--- src/rtl/segx_pkg.sv ---
package segx_pkg;
    localparam int VA_W  = 32;
    localparam int SEG_W = 14;
    localparam int OFF_W = 18;
    localparam int IDX_W = SEG_W - 1;
    localparam int RA_W  = 28;
    localparam int LV_W  = 4;
    localparam int LIM_W = 11;
    localparam int PG_SH = 10;
    localparam int BLK_SH = 7;
    localparam int DW_SH = 3;

    typedef enum logic [2:0] {
        F_NONE  = 3'd0,
        F_TBL   = 3'd1,
        F_SEGNA = 3'd2,
        F_PGNA  = 3'd3,
        F_LIMIT = 3'd4,
        F_PROT  = 3'd5
    } fault_e;

    typedef enum logic [1:0] {
        K_RD  = 2'd0,
        K_WR  = 2'd1,
        K_EX  = 2'd2,
        K_RSV = 2'd3
    } kind_e;

    typedef enum logic [2:0] {
        S_IDLE, S_SREQ, S_SWAIT, S_PREQ, S_PWAIT
    } st_e;

    typedef struct packed {
        logic             present;
        logic             shared;
        logic             paged;
        logic             xok;
        logic [LV_W-1:0]  rd_lvl;
        logic [LV_W-1:0]  wr_lvl;
        logic             pad_a;
        logic [LIM_W-1:0] blk_lim;
        logic [11:0]      pad_b;
        logic [RA_W-1:0]  addr;
    } sdesc_t;

    typedef struct packed {
        logic                present;
        logic [34:0]         pad;
        logic [RA_W-PG_SH-1:0] frame;
        logic [PG_SH-1:0]    low;
    } pdesc_t;
endpackage

--- src/rtl/segx_root_sel.sv ---
module segx_root_sel
    import segx_pkg::*;
(
    input  logic [SEG_W-1:0] seg,
    input  logic [RA_W-1:0]  loc_base,
    input  logic [IDX_W-1:0] loc_limit,
    input  logic [RA_W-1:0]  pub_base,
    input  logic [IDX_W-1:0] pub_limit,
    output logic [RA_W-1:0]  ent_addr,
    output logic             over
);
    logic [IDX_W-1:0] idx;
    logic             is_pub;

    always_comb begin
        is_pub   = seg[SEG_W-1];
        idx      = seg[IDX_W-1:0];
        over     = is_pub ? (idx > pub_limit) : (idx > loc_limit);
        ent_addr = (is_pub ? pub_base : loc_base)
                 + {{(RA_W-IDX_W-DW_SH){1'b0}}, idx, {DW_SH{1'b0}}};
    end
endmodule

--- src/rtl/segx_rights.sv ---
module segx_rights
    import segx_pkg::*;
(
    input  sdesc_t           ent,
    input  logic [OFF_W-1:0] off,
    input  logic [1:0]       kind,
    input  logic [LV_W-1:0]  lvl,
    output fault_e           code
);
    logic beyond;
    logic allowed;

    always_comb begin
        beyond = off[OFF_W-1:BLK_SH] > ent.blk_lim;
        unique case (kind_e'(kind))
            K_RD:    allowed = (lvl <= ent.rd_lvl);
            K_WR:    allowed = (lvl <= ent.wr_lvl);
            K_EX:    allowed = (lvl <= ent.rd_lvl) && ent.xok;
            default: allowed = 1'b0;
        endcase
        if (!ent.present)  code = F_SEGNA;
        else if (beyond)   code = F_LIMIT;
        else if (!allowed) code = F_PROT;
        else               code = F_NONE;
    end
endmodule

--- src/rtl/segx_walker.sv ---
module segx_walker
    import segx_pkg::*;
#(
    parameter int MAX_HOPS = 4
) (
    input  logic              clk,
    input  logic              rst_n,
    input  logic              req,
    input  logic [VA_W-1:0]   req_vaddr,
    input  logic [1:0]        req_kind,
    input  logic [LV_W-1:0]   req_level,
    input  logic [RA_W-1:0]   loc_base,
    input  logic [IDX_W-1:0]  loc_limit,
    input  logic [RA_W-1:0]   pub_base,
    input  logic [IDX_W-1:0]  pub_limit,
    output logic              busy,
    output logic              done,
    output logic [2:0]        fault,
    output logic [RA_W-1:0]   real_addr,
    output logic              mem_rd_valid,
    input  logic              mem_rd_ready,
    output logic [RA_W-1:0]   mem_rd_addr,
    input  logic              mem_rsp_valid,
    input  logic [63:0]       mem_rsp_data
);
    localparam int HOP_W = $clog2(MAX_HOPS + 1);

    typedef struct packed {
        st_e              st;
        logic [HOP_W-1:0] hops;
        logic [VA_W-1:0]  va;
        logic [1:0]       kind;
        logic [LV_W-1:0]  lvl;
        logic [RA_W-1:0]  addr;
        logic             done;
        fault_e           fault;
        logic [RA_W-1:0]  raddr;
    } regs_t;

    regs_t q, d;

    logic [RA_W-1:0] root_addr;
    logic            root_over;
    sdesc_t          sd;
    pdesc_t          pd;
    fault_e          chk;
    logic [OFF_W-1:0] off_q;

    assign sd    = sdesc_t'(mem_rsp_data);
    assign pd    = pdesc_t'(mem_rsp_data);
    assign off_q = q.va[OFF_W-1:0];

    segx_root_sel u_root (
        .seg       (req_vaddr[VA_W-1:OFF_W]),
        .loc_base  (loc_base),
        .loc_limit (loc_limit),
        .pub_base  (pub_base),
        .pub_limit (pub_limit),
        .ent_addr  (root_addr),
        .over      (root_over)
    );

    segx_rights u_rights (
        .ent  (sd),
        .off  (off_q),
        .kind (q.kind),
        .lvl  (q.lvl),
        .code (chk)
    );

    always_comb begin
        d      = q;
        d.done = 1'b0;
        unique case (q.st)
            S_IDLE: if (req) begin
                d.va   = req_vaddr;
                d.kind = req_kind;
                d.lvl  = req_level;
                d.hops = '0;
                if (root_over) begin
                    d.done  = 1'b1;
                    d.fault = F_TBL;
                    d.raddr = '0;
                end else begin
                    d.addr = root_addr;
                    d.st   = S_SREQ;
                end
            end
            S_SREQ: if (mem_rd_ready) d.st = S_SWAIT;
            S_SWAIT: if (mem_rsp_valid) begin
                if (sd.shared) begin
                    if (q.hops == HOP_W'(MAX_HOPS)) begin
                        d.st    = S_IDLE;
                        d.done  = 1'b1;
                        d.fault = F_SEGNA;
                        d.raddr = '0;
                    end else begin
                        d.hops = q.hops + 1'b1;
                        d.addr = {sd.addr[RA_W-1:DW_SH], {DW_SH{1'b0}}};
                        d.st   = S_SREQ;
                    end
                end else if (chk != F_NONE) begin
                    d.st    = S_IDLE;
                    d.done  = 1'b1;
                    d.fault = chk;
                    d.raddr = '0;
                end else if (sd.paged) begin
                    d.addr = {sd.addr[RA_W-1:DW_SH], {DW_SH{1'b0}}}
                           + {{(RA_W-(OFF_W-PG_SH)-DW_SH){1'b0}},
                              off_q[OFF_W-1:PG_SH], {DW_SH{1'b0}}};
                    d.st   = S_PREQ;
                end else begin
                    d.st    = S_IDLE;
                    d.done  = 1'b1;
                    d.fault = F_NONE;
                    d.raddr = {sd.addr[RA_W-1:BLK_SH], {BLK_SH{1'b0}}}
                            + {{(RA_W-OFF_W){1'b0}}, off_q};
                end
            end
            S_PREQ: if (mem_rd_ready) d.st = S_PWAIT;
            S_PWAIT: if (mem_rsp_valid) begin
                d.st   = S_IDLE;
                d.done = 1'b1;
                if (!pd.present) begin
                    d.fault = F_PGNA;
                    d.raddr = '0;
                end else begin
                    d.fault = F_NONE;
                    d.raddr = {pd.frame, off_q[PG_SH-1:0]};
                end
            end
            default: d.st = S_IDLE;
        endcase
    end

    always_ff @(posedge clk) begin
        if (!rst_n) begin
            q.st    <= S_IDLE;
            q.hops  <= '0;
            q.va    <= '0;
            q.kind  <= '0;
            q.lvl   <= '0;
            q.addr  <= '0;
            q.done  <= 1'b0;
            q.fault <= F_NONE;
            q.raddr <= '0;
        end else begin
            q <= d;
        end
    end

    assign busy         = (q.st != S_IDLE);
    assign done         = q.done;
    assign fault        = q.fault;
    assign real_addr    = q.raddr;
    assign mem_rd_valid = (q.st == S_SREQ) || (q.st == S_PREQ);
    assign mem_rd_addr  = q.addr;

    // no read request while idle
    a_r1_quiet_idle: assert property (@(posedge clk) disable iff (!rst_n)
        !busy |-> !mem_rd_valid);

    // an out-of-range index ends the request at the next edge with fault 1
    a_r2_table_fault: assert property (@(posedge clk) disable iff (!rst_n)
        (!busy && req && root_over) |=> (done && fault == 3'd1 && !mem_rd_valid));

    // a stalled request keeps its address
    a_r3_hold_req: assert property (@(posedge clk) disable iff (!rst_n)
        (mem_rd_valid && !mem_rd_ready) |=> (mem_rd_valid && $stable(mem_rd_addr)));

    // descriptor reads are double-word aligned
    a_r3_aligned: assert property (@(posedge clk) disable iff (!rst_n)
        mem_rd_valid |-> (mem_rd_addr[DW_SH-1:0] == '0));

    // the indirection count never passes its bound
    a_r5_hop_bound: assert property (@(posedge clk) disable iff (!rst_n)
        q.hops <= HOP_W'(MAX_HOPS));

    // a fault result carries a zero address and a known code
    a_r11_fault_zero: assert property (@(posedge clk) disable iff (!rst_n)
        (done && fault != 3'd0) |-> (real_addr == '0 && fault <= 3'd5));
endmodule

--- config.mk ---
export PLATFORM = sky130hd
export DESIGN_NAME = segx_walker
export DESIGN_NICKNAME = d
export VERILOG_FILES = /design/src/rtl/segx_pkg.sv /design/src/rtl/segx_root_sel.sv /design/src/rtl/segx_rights.sv /design/src/rtl/segx_walker.sv
export SDC_FILE = /design/constraint.sdc
export NUM_CORES = 1
export LEC_CHECK = 0
export BUFFER_PORTS_ARGS = -buffer_cell sky130_fd_sc_hd__buf_4
export CORE_MARGIN = 2
export CORE_UTILIZATION = 44
export DETAILED_ROUTE_END_ITERATION = 16
export PLACE_DENSITY = 0.74
export SKIP_LAST_GASP = 1
export SYNTH_ARGS = -nofsm -noshare
export SYNTH_HDL_FRONTEND = slang
export SYNTH_SLANG_ARGS = --single-unit
--- constraint.sdc ---
create_clock -name clk -period 9.2 [get_ports clk]
set_input_delay 2.76 -clock clk [delete_from_list [all_inputs] [get_ports clk]]
set_output_delay 2.76 -clock clk [all_outputs]
set_load 0.03 [all_outputs]
After elaboration in Yosys (flattened, before gate mapping) --
Index checks and enable logic that the tools add are counted.
Cells by class: eq/ne operators 21, $lt $le $gt $ge 5, reductions and logical operators 13, multiplexer cells 34, $add $sub $neg 4
Operator list (count):
- $mux 32 | 5
- $mux 28 | 5
- $mux 60 | 2
- $mux 104 | 1
- $pmux 32 s3 | 1
- $pmux 28 s2 | 1
- $mux 3 | 11
- $mux 30 | 1
- $add 28x11->28 | 1
- $add 28x16->28 | 1
- $add 28x18->28 | 1
- $gt 13x13->1 | 2
- $ne 2x2->1 const B | 9
- $pmux 3 s5 | 1
- $reduce_and 7->1 | 2
- $ne 3x3->1 const B | 4
- $gt 11x11->1 | 1
- $reduce_bool 3->1 | 3
- $le 4x4->1 | 2
- $eq 3x2->1 const B | 2
- $eq 3x3->1 const B | 2
- $mux 6 | 1
- $pmux 3 s2 | 1
- $reduce_and 6->1 | 1
- 15 further kinds | 16
Word-level totals: flip-flop bits (word level) 104, logic and storage cells 86, output and inout bits 62

Logic depth before layout (Yosys ltp) --
depth in word-level cells 11, mapped depth 15, depth with buffers taken out 10

Cells and area by module --
From an unflattened synthesis, not the netlist that was laid out.
Second synthesis, totals: cell total of the unflattened synthesis 1050, area total of the unflattened synthesis 8030.2 um2
By module, submodules not included:
- segx_walker | cells each 725, times used 1, seq. area each 1801.7 um2, area each 5634.2 um2
- segx_root_sel | cells each 256, times used 1, seq. area each 0.0 um2, area each 1885.6 um2
- segx_rights | cells each 69, times used 1, seq. area each 0.0 um2, area each 510.5 um2

Least setup slack after synthesis --
Ideal clock, no wire load.
path kind in2reg, start input port req_vaddr[31], end register q (netlist bit mem_rd_addr[26]), path slack 2.653 ns, stages 13, arrival 6.429 ns, required time 9.081 ns, cells stage by stage buf_2 > buf_4 > buf_2 > buf_1 > clkbuf_1 > mux2_2 > ha_1 > a21oi_1 > o22ai_1 > a2111oi_1 > nor4_1 > or4_1 > o221a_1
Between the ends: cells in the longest elaborated chain, start to end 5
Ends and longest elaborated chain:
- start: declaration | RTL line segx_walker.sv:9 | input logic [VA_W-1:0] req_vaddr,
- $mux 28 | RTL line segx_root_sel.sv:19 | ent_addr = (is_pub ? pub_base : loc_base)
- $add 28x16->28 | RTL line segx_root_sel.sv:20 | + {{(RA_W-IDX_W-DW_SH){1'b0}}, idx, {DW_SH{1'b0}}};
- $mux 28 | RTL line segx_walker.sv:80 | if (root_over) begin
- $mux 104 | RTL line segx_walker.sv:75 | S_IDLE: if (req) begin
- $pmux 28 s2 | RTL line segx_walker.sv:74 | unique case (q.st)
- end: declaration | RTL line segx_walker.sv:40 | regs_t q, d;
Parallel ways exist; a longest one is shown, timed or not. The select of a mux whose other input is x is not followed. A chain may end at the register's enable or synchronous reset.

Worst setup path after layout --
start input port req_vaddr[31], end register q (netlist bit mem_rd_addr[17])
Same word-level chain as after synthesis.

==> impl_metrics.ini <==
[setup_path]
cp_data_required_time_ns = 9.46
ff2ff_setup_slack_ns = 5.77
start_kind = input port
worstSetupPathType = in2reg
cp_max_fo = 42
crit_path_end_kind = flip-flop
cp.arrival_ns = 6.39

[timing]
slew_viol_final = 0
post-route-period-util_pct = 66.62
rsz0062_at_grt = false
relSlewSlack_pct = 29.87
fin_setup_tns_ns = 0
worst_slew_pin_slew_ns = 1.049
finalSetupViolCount = 0
fin_skew_ns = 0.01423
layout_setup_ws_ns = 3.071
fin_crit_ns = 6.129
hold_viol = 0
fmax_mhz = 163.2

[detailed_routing]
wire_per_inst_um = 17.33
drt_iter0_drc = 500
drc = 0
wirelength_mm = 24.24
vias_per_cell = 5.764
dr_total_vias = 8064
ant_nets = 0
drtPass1Iterations = 5

[placed_design]
routabilityCongestion = 0.8976
placed_area_sq_um = 9588
port-buffer-count = 234
place_ws_ns = 2.752
post-dp-hpwl_mm = 19.12

[die]
core_sq_um = 18150
initial_utilization_pct = 45.18
rows = 49
die_h_um = 140.5
ioPinCount = 251
dieArea_sq_um = 19740
fp.dieW_um = 140.5

[outcome]
status = complete, no violations

[pwr]
p_sw_uw = 458.6
power.leakage_nw = 4.355
pwr-share-comb_pct = 36.9
p_int_uw = 842.6
p_per_area_nw_per_um2 = 131.6
clkPwrFrac_pct = 29.0
ir_drop_mv = 0.09005
p_sw_share_pct = 35.25
power_frac_seq_pct = 34.0

[synth]
syn_area_sq_um = 8199
synth_flop_cell = dfxtp_1
synthCells = 1031
synth-seq-cells = 90
syn_area_per_cell_sq_um = 7.953
syn-num-nets = 1302
synth_edf_count = 0
ys_warn_count = 0
synthArstFlopShare_pct = 0
yosysSeqAreaShare_pct = 21.97
synth_cell_types = 84

[min_path]
hp-class = reg2reg

[clocking]
cts.path.max_buffers = 2
clock_sinks = 90
clkLatencyLatePin_ns = 0.34
cts_tree = done
clkTransAtPathRegs_ns = 0.07
htreeDepth = 3
root_buffer = clkbuf_16
postCtsSetupBuffers = 0
cts_resized = 0
cts_made_buffers = 9
cts_hold_buf = 0

[finish]
final_nets = 1437
drive_gt1_share_pct = 26.07
fill_cells = 1779
syn_to_final_growth_pct = 20.62
num_antenna_cells = 0
stdcell_area_sq_um = 9889

[global_routing]
antenna_found_initial = 0
grt_pass1_wl_mm = 38.41
first_global_vias = 7711
grt_overflow = 0
grt_max_degree = 67
track_usage_pct = 23.87

[job]
cap_violations = 0
-- worst max-delay path, cell delays in order --
cell and delay (ns):
buf_4 0.42, mux2_2 0.41, ha_1 0.23, fa_1 0.43, a211oi_1 0.40, o21ai_0 0.28, a211oi_1 0.66, nor3_1 0.16
xnor2_1 0.28, a22oi_1 0.10, a211oi_1 0.24
-- per-stage QoR --
step / utilization (%) / hold slack, ns / cells / power [mW]
detailed placement: 52.83 / 0.4518 / 1384 / 0.9282
CTS: 54.50 / 0.4610 / 1399 / 1.306
global placement: 52.83 / 0.4435 / 1384 / 0.9189
finish: 54.50 / 0.4628 / 1399 / 1.301
global route: 54.50 / 0.4804 / 1399 / 1.370
floorplan: - / 0.4351 / 1031 / 0.7808
-- synthesized netlist by cell type, drive strengths merged (5+ instances only) --
| cell type | n | area share (%) |
|---|---|---|
| a2111oi | 8 | 0.96 |
| nand2b | 7 | 0.53 |
| mux2 | 22 | 3.0 |
| a22oi | 18 | 1.6 |
| nand3b | 6 | 0.55 |
| o211ai | 10 | 0.92 |
| and3 | 9 | 0.69 |
| xor2 | 19 | 2.0 |
| a32oi | 6 | 0.64 |
| nor3 | 22 | 1.5 |
| o221a | 7 | 0.96 |
| nand4b | 5 | 0.53 |
| a211oi | 21 | 2.0 |
| ha | 79 | 12 |
| nand3 | 47 | 2.9 |
| dfxtp | 90 | 22 |
| nor4 | 7 | 0.53 |
| a32o | 7 | 0.85 |
| o22ai | 11 | 0.84 |
| o21ai | 36 | 2.2 |
| nand2 | 105 | 4.8 |
| nor2 | 40 | 1.9 |
| mux2i | 18 | 2.2 |
| nand4 | 17 | 1.3 |
| inv | 64 | 2.9 |
| o2111ai | 8 | 0.85 |
| nor2b | 11 | 0.84 |
| and2 | 8 | 0.61 |
| o21a | 5 | 0.46 |
| clkbuf | 34 | 1.6 |
| buf | 79 | 6.7 |
| a31oi | 13 | 0.99 |
| xnor2 | 29 | 3.1 |
| a21oi | 86 | 5.3 |
| a21o | 10 | 0.92 |
-- kinds of logic after synthesis --
group,share of synthesized area [%]
adder cells (fa/ha/maj),12.79
multiplexers,5.219
flip-flops,21.97
XOR/XNOR,5.127
AO/OA/AOI/OAI,24.68
AND/OR/NAND/NOR,19.03
buffers and inverters,11.19
-- final cells by class --
class                           instances  area, sq um  area share (%)
Clock buffer                           10        239.0           2.416
Clock inverter                          5        62.56          0.6326
Inverter                               64        240.2           2.429
Multi-Input combinational cell        764         5480           55.42
Sequential cell                        90         1802           18.22
Tap cell                              229        286.5           2.897
Timing Repair Buffer                  237         1779           17.99
-- state kept, by name, summed over array words and instances (netlist names) --
name,count
done,1
off_q,18
mem_rd_addr,28
fault,3
real_addr,28
q,12
-- layer usage --
metal / wire, um / global-route usage (%) / share of wire (%)
met5: 0 / 0 / 0
met4: 688 / 7.632 / 2.8
met3: 1512 / 4.103 / 6.2
met2: 11390 / 40.53 / 47
met1: 10660 / 30.94 / 44
-- placed cells by master, fill, tap and decap left out, types with 9 or more instances in the layout --
| master | instances |
|---|---|
| clkbuf_16 | 9 |
| ha_1 | 79 |
| xor2_1 | 19 |
| and3_1 | 9 |
| a21o_1 | 10 |
| mux2_2 | 22 |
| a31oi_1 | 13 |
| a22oi_1 | 18 |
| dfxtp_1 | 90 |
| a211oi_1 | 19 |
| nor3_1 | 20 |
| o22ai_1 | 11 |
| buf_4 | 237 |
| xnor2_1 | 29 |
| o21ai_0 | 34 |
| nor2b_1 | 11 |
| inv_1 | 63 |
| nand4_1 | 17 |
| a21oi_1 | 85 |
| nand2_1 | 105 |
| nor2_1 | 39 |
| nand3_1 | 47 |
| mux2i_1 | 18 |
| o211ai_1 | 10 |
-- power groups by stage --
| stage | combinational [mW] | clock, mW | sequential [mW] |
|---|---|---|---|
| after detailed placement | 0.478 | 0 | 0.450 |
| final | 0.481 | 0.378 | 0.443 |
| after floorplan | 0.341 | 0 | 0.440 |
| after CTS | 0.480 | 0.384 | 0.442 |
| after global placement | 0.469 | 0 | 0.450 |
| after global routing | 0.526 | 0.399 | 0.445 |
-- path summary, 6_finish.rpt --
path,cells after the start,end,startpoint
worst min register to register,2,off_q[5]$_SDFFE_PN0P_,off_q[5]$_SDFFE_PN0P_
worst max-delay path,11,mem_rd_addr[17]$_SDFFE_PN0P_,req_vaddr[31]
worst min-delay path,2,off_q[5]$_SDFFE_PN0P_,off_q[5]$_SDFFE_PN0P_
worst max register to register,6,mem_rd_addr[24]$_SDFFE_PN0P_,q[101]$_SDFFE_PN0P_
No activity file was read; power rests on OpenSTA's default activity.
